<file path="src/rtl/qarb_pkg.sv">
// Package: shared types for the two-client quantum arbiter.
// Assumes client index 0 is transmit and index 1 is receive throughout.
package qarb_pkg;

    localparam int NCLI = 2;

    // Client identifiers; also used as indices into per-client vectors.
    typedef enum logic {
        CL_TX = 1'b0,
        CL_RX = 1'b1
    } client_t;

    // Arbiter states: idle, one per owner, and the hand-over gap.
    typedef enum logic [1:0] {
        ST_IDLE = 2'd0,
        ST_TX   = 2'd1,
        ST_RX   = 2'd2,
        ST_GAP  = 2'd3
    } arb_state_t;

    // Ownership state that belongs to a client.
    function automatic arb_state_t owner_state(input client_t c);
        return (c == CL_RX) ? ST_RX : ST_TX;
    endfunction

    // The competing client.
    function automatic client_t other_client(input client_t c);
        return (c == CL_RX) ? CL_TX : CL_RX;
    endfunction

endpackage

</file>
<file path="src/rtl/qarb_quantum_ctr.sv">
// Module: per-client slice down-counter.
// Loads (quantum-1) when a grant starts or restarts; a quantum of 0 loads 0,
// so it behaves as a one-cycle slice. While the client holds the bus the
// counter steps down to zero and rests there; `expired` flags the last cycle.
// Assumes `load` and `run` come from the grant state machine.
module qarb_quantum_ctr #(
    parameter int QW = 8
) (
    input  logic          clk,
    input  logic          rst_n,
    input  logic          load,
    input  logic          run,
    input  logic [QW-1:0] quantum,
    output logic          expired
);

    localparam logic [QW-1:0] ZERO = '0;
    localparam logic [QW-1:0] ONE  = {{(QW-1){1'b0}}, 1'b1};

    logic [QW-1:0] remain;
    logic [QW-1:0] load_val;

    // Value loaded at slice start; zero quantum saturates to a one-cycle slice.
    always_comb begin
        load_val = (quantum == ZERO) ? ZERO : (quantum - ONE);
    end

    // Slice counter: reload on grant start, otherwise count down while owned.
    always_ff @(posedge clk) begin
        if (!rst_n) begin
            remain <= ZERO;
        end else if (load) begin
            remain <= load_val;
        end else if (run && (remain != ZERO)) begin
            remain <= remain - ONE;
        end
    end

    // Expiry flag: this is the last cycle of the current slice.
    always_comb begin
        expired = (remain == ZERO);
    end

endmodule

</file>
<file path="src/rtl/qarb_fsm.sv">
// Module: grant state machine for two clients.
// Picks the next owner, inserts one empty cycle on every hand-over, and
// tells each slice counter when to load and when to run. The grants are
// decoded straight from the state register, so they change only on clock edges.
// Assumes req/done are synchronous levels and `expired` comes from the
// client's own counter.
module qarb_fsm
    import qarb_pkg::*;
(
    input  logic            clk,
    input  logic            rst_n,
    input  logic [NCLI-1:0] req,
    input  logic [NCLI-1:0] done,
    input  logic [NCLI-1:0] expired,
    output logic [NCLI-1:0] gnt,
    output logic [NCLI-1:0] load,
    output logic [NCLI-1:0] run
);

    arb_state_t state, state_nxt;
    client_t    last, last_nxt;
    logic       restart;

    // Tie choice in the gap: serve the client that did not just own the bus.
    function automatic arb_state_t pick_after(input client_t prev,
                                              input logic [NCLI-1:0] r);
        client_t alt;
        alt = other_client(prev);
        if (r[alt]) begin
            return owner_state(alt);
        end else if (r[prev]) begin
            return owner_state(prev);
        end
        return ST_IDLE;
    endfunction

    // Next-state logic: release, preemption, slice restart and selection.
    always_comb begin
        client_t own;
        client_t oth;
        state_nxt = state;
        last_nxt  = last;
        restart   = 1'b0;
        own       = (state == ST_RX) ? CL_RX : CL_TX;
        oth       = other_client(own);
        unique case (state)
            ST_IDLE: begin
                if (req[CL_RX]) begin
                    state_nxt = ST_RX;
                end else if (req[CL_TX]) begin
                    state_nxt = ST_TX;
                end
            end
            ST_TX, ST_RX: begin
                if (done[own] || !req[own]) begin
                    state_nxt = ST_GAP;
                    last_nxt  = own;
                end else if (expired[own] && req[oth]) begin
                    state_nxt = ST_GAP;
                    last_nxt  = own;
                end else if (expired[own]) begin
                    restart = 1'b1;
                end
            end
            ST_GAP: begin
                state_nxt = pick_after(last, req);
            end
            default: begin
                state_nxt = ST_IDLE;
            end
        endcase
    end

    // State and last-owner registers.
    always_ff @(posedge clk) begin
        if (!rst_n) begin
            state <= ST_IDLE;
            last  <= CL_TX;
        end else begin
            state <= state_nxt;
            last  <= last_nxt;
        end
    end

    // Per-client decode of grant, counter load and counter run.
    for (genvar c = 0; c < NCLI; c++) begin : g_cli
        localparam client_t CID = client_t'(c);
        always_comb begin
            gnt[c]  = (state == owner_state(CID));
            run[c]  = gnt[c];
            load[c] = (state_nxt == owner_state(CID)) &&
                      ((state != owner_state(CID)) || restart);
        end
    end

endmodule

</file>
<file path="src/rtl/qarb_top.sv">
// Module: two-client preemptive quantum arbiter for the shared MAC bus.
// Index 0 is the transmit client and index 1 is the receive client. The top
// packs the per-client ports into vectors, builds one slice counter per client,
// and drives the grants from the state machine.
// Assumes all inputs are synchronous to clk and that the quantum inputs are
// stable whenever a grant may begin.
module qarb_top
    import qarb_pkg::*;
#(
    parameter int QW = 8
) (
    input  logic          clk,
    input  logic          rst_n,
    input  logic          tx_req,
    input  logic          tx_done,
    input  logic [QW-1:0] tx_quantum,
    input  logic          rx_req,
    input  logic          rx_done,
    input  logic [QW-1:0] rx_quantum,
    output logic          tx_gnt,
    output logic          rx_gnt
);

    logic [NCLI-1:0]          req_v;
    logic [NCLI-1:0]          done_v;
    logic [NCLI-1:0]          exp_v;
    logic [NCLI-1:0]          gnt_v;
    logic [NCLI-1:0]          load_v;
    logic [NCLI-1:0]          run_v;
    logic [NCLI-1:0][QW-1:0]  quanta;

    // Gather the per-client ports into indexed vectors.
    always_comb begin
        req_v[CL_TX]  = tx_req;
        req_v[CL_RX]  = rx_req;
        done_v[CL_TX] = tx_done;
        done_v[CL_RX] = rx_done;
        quanta[CL_TX] = tx_quantum;
        quanta[CL_RX] = rx_quantum;
    end

    qarb_fsm u_fsm (
        .clk     (clk),
        .rst_n   (rst_n),
        .req     (req_v),
        .done    (done_v),
        .expired (exp_v),
        .gnt     (gnt_v),
        .load    (load_v),
        .run     (run_v)
    );

    for (genvar c = 0; c < NCLI; c++) begin : g_ctr
        qarb_quantum_ctr #(.QW(QW)) u_ctr (
            .clk     (clk),
            .rst_n   (rst_n),
            .load    (load_v[c]),
            .run     (run_v[c]),
            .quantum (quanta[c]),
            .expired (exp_v[c])
        );
    end

    // Drive the grant ports.
    always_comb begin
        tx_gnt = gnt_v[CL_TX];
        rx_gnt = gnt_v[CL_RX];
    end

endmodule

</file>
<file path="config.mk">
export PLATFORM = sky130hd
export DESIGN_NAME = qarb_top
export DESIGN_NICKNAME = d
export VERILOG_FILES = /design/src/rtl/qarb_pkg.sv /design/src/rtl/qarb_quantum_ctr.sv /design/src/rtl/qarb_fsm.sv /design/src/rtl/qarb_top.sv
export SDC_FILE = /design/constraint.sdc
export NUM_CORES = 1
export LEC_CHECK = 0
export BUFFER_PORTS_ARGS = -buffer_cell sky130_fd_sc_hd__buf_2
export CAP_MARGIN = 10
export CORE_ASPECT_RATIO = 0.75
export CORE_MARGIN = 1
export CORE_UTILIZATION = 28
export DETAILED_ROUTE_END_ITERATION = 12
export PLACE_DENSITY = 0.49
export SYNTH_ARGS = -nofsm -noshare
export SYNTH_HDL_FRONTEND = slang
export SYNTH_SLANG_ARGS = --single-unit
</file>
<file path="constraint.sdc">
create_clock -name clk -period 2.61 [get_ports clk]
set_input_delay 0.3915 -clock clk [delete_from_list [all_inputs] [get_ports clk]]
set_output_delay 0.3915 -clock clk [all_outputs]
set_load 0.01 [all_outputs]
</file>
# Yosys cells after proc, flatten, opt, wreduce, memory -nomap -nowiden
# Index checks and enable logic that the tools add are counted.
word_totals:
  regBits: 19
  wordCells: 80
  output_inout_bits: 2
  in_bits: 22
classes:
  n_addsub: 4
  reduce_logical: 21
  magnitude_cmp: 4
  eq_ne: 7
  mux: 40
op_table:
  columns: ["operator", "n"]
  rows:
  - ["$mux 8", 6]
  - ["$logic_not 8->1", 4]
  - ["$sub 8x1->8 const B", 4]
  - ["$mux 1", 24]
  - ["$mux 2", 9]
  - ["$reduce_bool 8->1", 2]
  - ["$lt 1x2->1 const B", 4]
  - ["$eq 2x2->1 const B", 3]
  - ["$pmux 2 s3", 1]
  - ["$reduce_bool 2->1", 3]
  - ["$logic_and 1x1->1", 5]
  - ["$eq 2x1->1 const B", 2]
  - ["$logic_or 1x1->1", 3]
  - ["$logic_not 2->1", 1]
  - ["$ne 2x1->1 const B", 1]
  - ["$ne 2x2->1 const B", 1]
  - ["$reduce_and 2->1", 1]
  - ["$reduce_or 2->1", 1]
  - ["$logic_not 1->1", 1]

# Longest topological paths before layout
logic_depth:
  depth_word: 12
  ltp_mapped: 10
  ltp_nobuf: 8

# By module
# From an unflattened synthesis, not the netlist that was laid out.
unflattened:
  cells_unflattened: 210
  area_unflattened_um2: 1789.2
by_module_without_submodules:
  columns: ["module", "seq_area_each_um2", "area_per_inst_um2", "instances", "cells_each"]
  rows:
  - ["qarb_quantum_ctr", 160.2, 726.9, 2, 84]
  - ["qarb_fsm", 60.1, 335.3, 1, 42]

# Worst setup path before layout
# No wires, ideal clock.
synth_path:
  path_kind: "register to register"
  start: "reg g_ctr[0].u_ctr.remain[0]"
  end: "reg g_ctr[0].u_ctr.remain[4]"
  arrival_ns: 2.553
  path_stages_with_launch: 10
  required_ns: 2.489
  synth_period_minus_slack_ns: 2.675
  path_slack_ns: -0.065
  n_path_buf: 1
  setup_time_ns: 0.121
  cell_sequence: "dfxtp_1 inv_1 ha_1 or4b_4 nor4_4 o32ai_2 o41a_1 or3_1 buf_6 mux2_4"
synth_via:
  elab_chain_cells: 10
  elab_cells_between_ends: 20
  cone_classes: "1 x add/sub; 1 x eq/ne; 11 x mux; 7 x reduce/logical"
synth_rtl:
  columns: ["element", "line_no", "text"]
  rows:
  - ["from (decl)", "qarb_quantum_ctr.sv:20", "logic [QW-1:0] remain;"]
  - ["from (signal assigned)", "qarb_quantum_ctr.sv:33", "remain <= load_val;"]
  - ["from (signal assigned)", "qarb_quantum_ctr.sv:35", "remain <= remain - ONE;"]
  - ["$logic_not 8->1", "qarb_quantum_ctr.sv:41", "expired = (remain == ZERO);"]
  - ["$mux 1 (implied by the code) (2 in series)", "qarb_fsm.sv:58, qarb_fsm.sv:61", null]
  - ["$logic_and 1x1->1 / $mux 1 (equally long branches)", "qarb_fsm.sv:58, qarb_fsm.sv:61", null]
  - ["$mux 2 / $mux 1 (equally long branches)", "qarb_fsm.sv:58", "end else if (expired[own] && req[oth]) begin"]
  - ["$mux 2 / $mux 1 (equally long branches)", "qarb_fsm.sv:55", "if (done[own] || !req[own]) begin"]
  - ["$pmux 2 s3 / $mux 1 (equally long branches)", "qarb_fsm.sv:46", "unique case (state)"]
  - ["$eq 2x1->1 / $logic_or 1x1->1 (equally long branches)", "qarb_fsm.sv:91, qarb_fsm.sv:92", null]
  - ["$logic_and 1x1->1", "qarb_fsm.sv:91", "load[c] = (state_nxt == owner_state(CID)) &&"]
  - ["$mux 8 / $reduce_bool 2->1 (equally long branches)", null, null]
# Parallel ways exist; a longest one is shown, timed or not. The select of a mux whose other input is x is not followed.
# A chain may end at the register's enable or synchronous reset.

# Final worst setup path
# Ends and elaborated chain as after synthesis.

==> results.cfg <==
[status]
outcome = finished clean

[worst_setup_path]
critPathRequiredTime_ns = 2.76
max_stage_delay_ns = 0.47
crit_slowest_cell = or4b_4
crit_buf_inv = 1
worstSetupStartpointType = flop
path_cells = inv_2 -> ha_4 -> or4b_4 -> nor4_4 -> o32ai_2 -> o41a_1 -> or3_4 -> mux2_4
path_delay_family = simple AND/OR/NAND/NOR gates
critical_path_class = reg2reg
worstPathArrival_ns = 2.67
crit_fanout = 3
end_kind = flop

[placement]
dp_cells = 305
detailed_place_hpwl_um = 2730
dp_worst_setup_slack_ns = 0.00309
portBuffers = 23
postPlaceCellArea_um2 = 1870
gp_congestion = 0.767

[detailed_routing]
drt_iter0_drc = 67
via_count = 1456
dr.pass1.iters = 4
routed_wl_um = 3510
avgViaCountPerCell = 4.67
route.detailed.drc = 0
ant_nets = 0
wire_per_inst_um = 11.3

[power]
power_per_cell_area_nw_per_um2 = 1100
fin_total_pwr_mw = 2.17
ir_drop_mv = 0.327
p_leak_nw = 0.846

[floorplan]
design.core.area_um2 = 5500
pin_count = 24
core.rowCount = 23
die-area_um2 = 6170
die_h_um = 68.3
initial_core_util_pct = 29.8
die_width_um = 90.4

[timing]
finalWorstSetupSlack_ns = 0.0889
holdWs_ns = 0.458
finalSetupViolCount = 0
fin_crit_ns = 2.52
hold_viol = 0
fin_worst_skew_ns = 0.00332
slew_headroom_pct = 59.8
fin_crit_sh_pct = 96.6
worstMarginPinSlew_ns = 0.597
finalMaxSlewViolations = 0
rsz0062_at_grt = no
tns_ns = 0
max_freq_ghz = 0.397

[final_layout]
syn_to_final_growth_pct = 20.4
antennaDiodeCount = 0
fin_nets = 268
final_util_pct = 35.9
stdcell_count = 312
drive_gt1_share_pct = 23.2
stdcell_area_um2 = 1970

[grt]
grt_pass1_vias = 1367
grt_pass1_wl_um = 6270
overflow = 0
antenna_found_initial = 0
grt_max_degree = 25
grt.total_usage_pct = 12.6

[logic_synthesis]
synth.area.top_cells = dfxtp_1, mux2i_1, nand2_1
synth_edf_count = 0
synth_fp_nets = 235
synth_top_area_cell = dfxtp_1
ys_types = 43
ys_top_cells_by_count = nand2_1, dfxtp_1, mux2i_1
postSynthCellCount = 205
syn_area_um2 = 1640
ys_warn_count = 0
synth-seq-cells = 19
synth_area_per_cell_um2 = 8.00
ys_seq_area_share_pct = 23.2
yosys.cell_count.top_type = nand2_1
synth-async-reset-ratio_pct = 0
synth-main-ff-cell = dfxtp_1
synth_top_area_share_pct = 23.2

[clock_tree]
clock_latency_ns = 0.25
root_buffer = clkbuf_8
cts.htree.levels = 1
clockBufferDepth = 2
path_clk_slew_ns = 0.08
clkSinkCount = 19
postCtsHoldBufs = 0
numCtsBuffers = 3
cts_tree = yes

[job]
drv_cap = 0

[min_path]
worstHoldPathType = in2reg
-- repair_timing --
item	CTS	global route
hold endpoints to repair	0	0
pin swaps	4	2
buffers inserted	3	0
endpoints found under the setup margin	6	16
resized for setup	7	2
-- power breakdown --
| part | internal, mW | switching (mW) | leakage [nW] |
|---|---|---|---|
| sequential | 0.413 | 0.138 | 0.156 |
| clock | 0.108 | 0.102 | 0.0228 |
| combinational | 0.731 | 0.676 | 0.667 |
-- worst register-to-register path: stages (launching register included) --
cell and delay [ns]:
dfxtp_2 0.33, inv_2 0.07, ha_4 0.13, or4b_4 0.47, nor4_4 0.21, o32ai_2 0.13
o41a_1 0.40, or3_4 0.36, mux2_4 0.30
-- routing by layer --
| layer | up-vias | part of all wire [%] | GRT usage, % |
|---|---|---|---|
| li1 | 790 | - | - |
| met1 | 629 | 60 | 19.0 |
| met2 | 35 | 35 | 18.6 |
| met3 | 2 | 3.6 | 1.67 |
| met4 | 0 | 0.48 | 3.02 |
| met5 | - | 0 | 0 |
-- placed cells by master, fill, tap and decap left out, drive strengths merged, types with 4 or more instances in the layout --
cell / synthesis / final
clkbuf: 3 / 4
inv: 14 / 14
nor2: 13 / 13
nor3: 8 / 8
mux2: 4 / 4
o21ai: 7 / 7
dfxtp: 19 / 19
buf: 2 / 33
xnor2: 8 / 8
mux2i: 16 / 16
nor2b: 5 / 5
xor2: 11 / 11
nor4: 4 / 4
nand2: 37 / 37
ha: 8 / 8
-- final cells by class --
class | instances | area [um2]
fill | 598 | 3520
multi-input combinational | 167 | 1210
sequential | 19 | 382
timing repair buffer | 33 | 194
tap | 75 | 93.8
inverter | 14 | 52.6
clock buffer | 4 | 45.0
-- path summary, 6_finish.rpt --
check | from | slack [ns] | depth (start not counted) | endpoint
setup / recovery | g_ctr[0].u_ctr.remain[0] | 0.09 | 8 | g_ctr[0].u_ctr.remain[4]
hold / removal | rx_quantum[5] | 0.46 | 4 | g_ctr[1].u_ctr.remain[5]
setup reg to reg | g_ctr[0].u_ctr.remain[0] | 0.09 | 8 | g_ctr[0].u_ctr.remain[4]
hold reg to reg | u_fsm.last | 0.54 | 2 | u_fsm.last
-- registers in the layout, summed over array words and instances, names as in the netlist --
name and flops:
u_fsm.state 2, g_ctr.u_ctr.remain 16, u_fsm.last 1
-- cell families after synthesis --
logic type / count (synthesis) / synth area share (%)
adders and majority gates: 8 / 6.10
DFF: 19 / 23.2
xor gates and xnor gates: 19 / 10.1
muxes: 20 / 12.7
buffers and inverters: 19 / 4.88
AOI/OAI and AO/OA: 29 / 13.3
and+or+nand+nor: 91 / 29.6
Note: power is estimated with default switching activity, not from simulation.
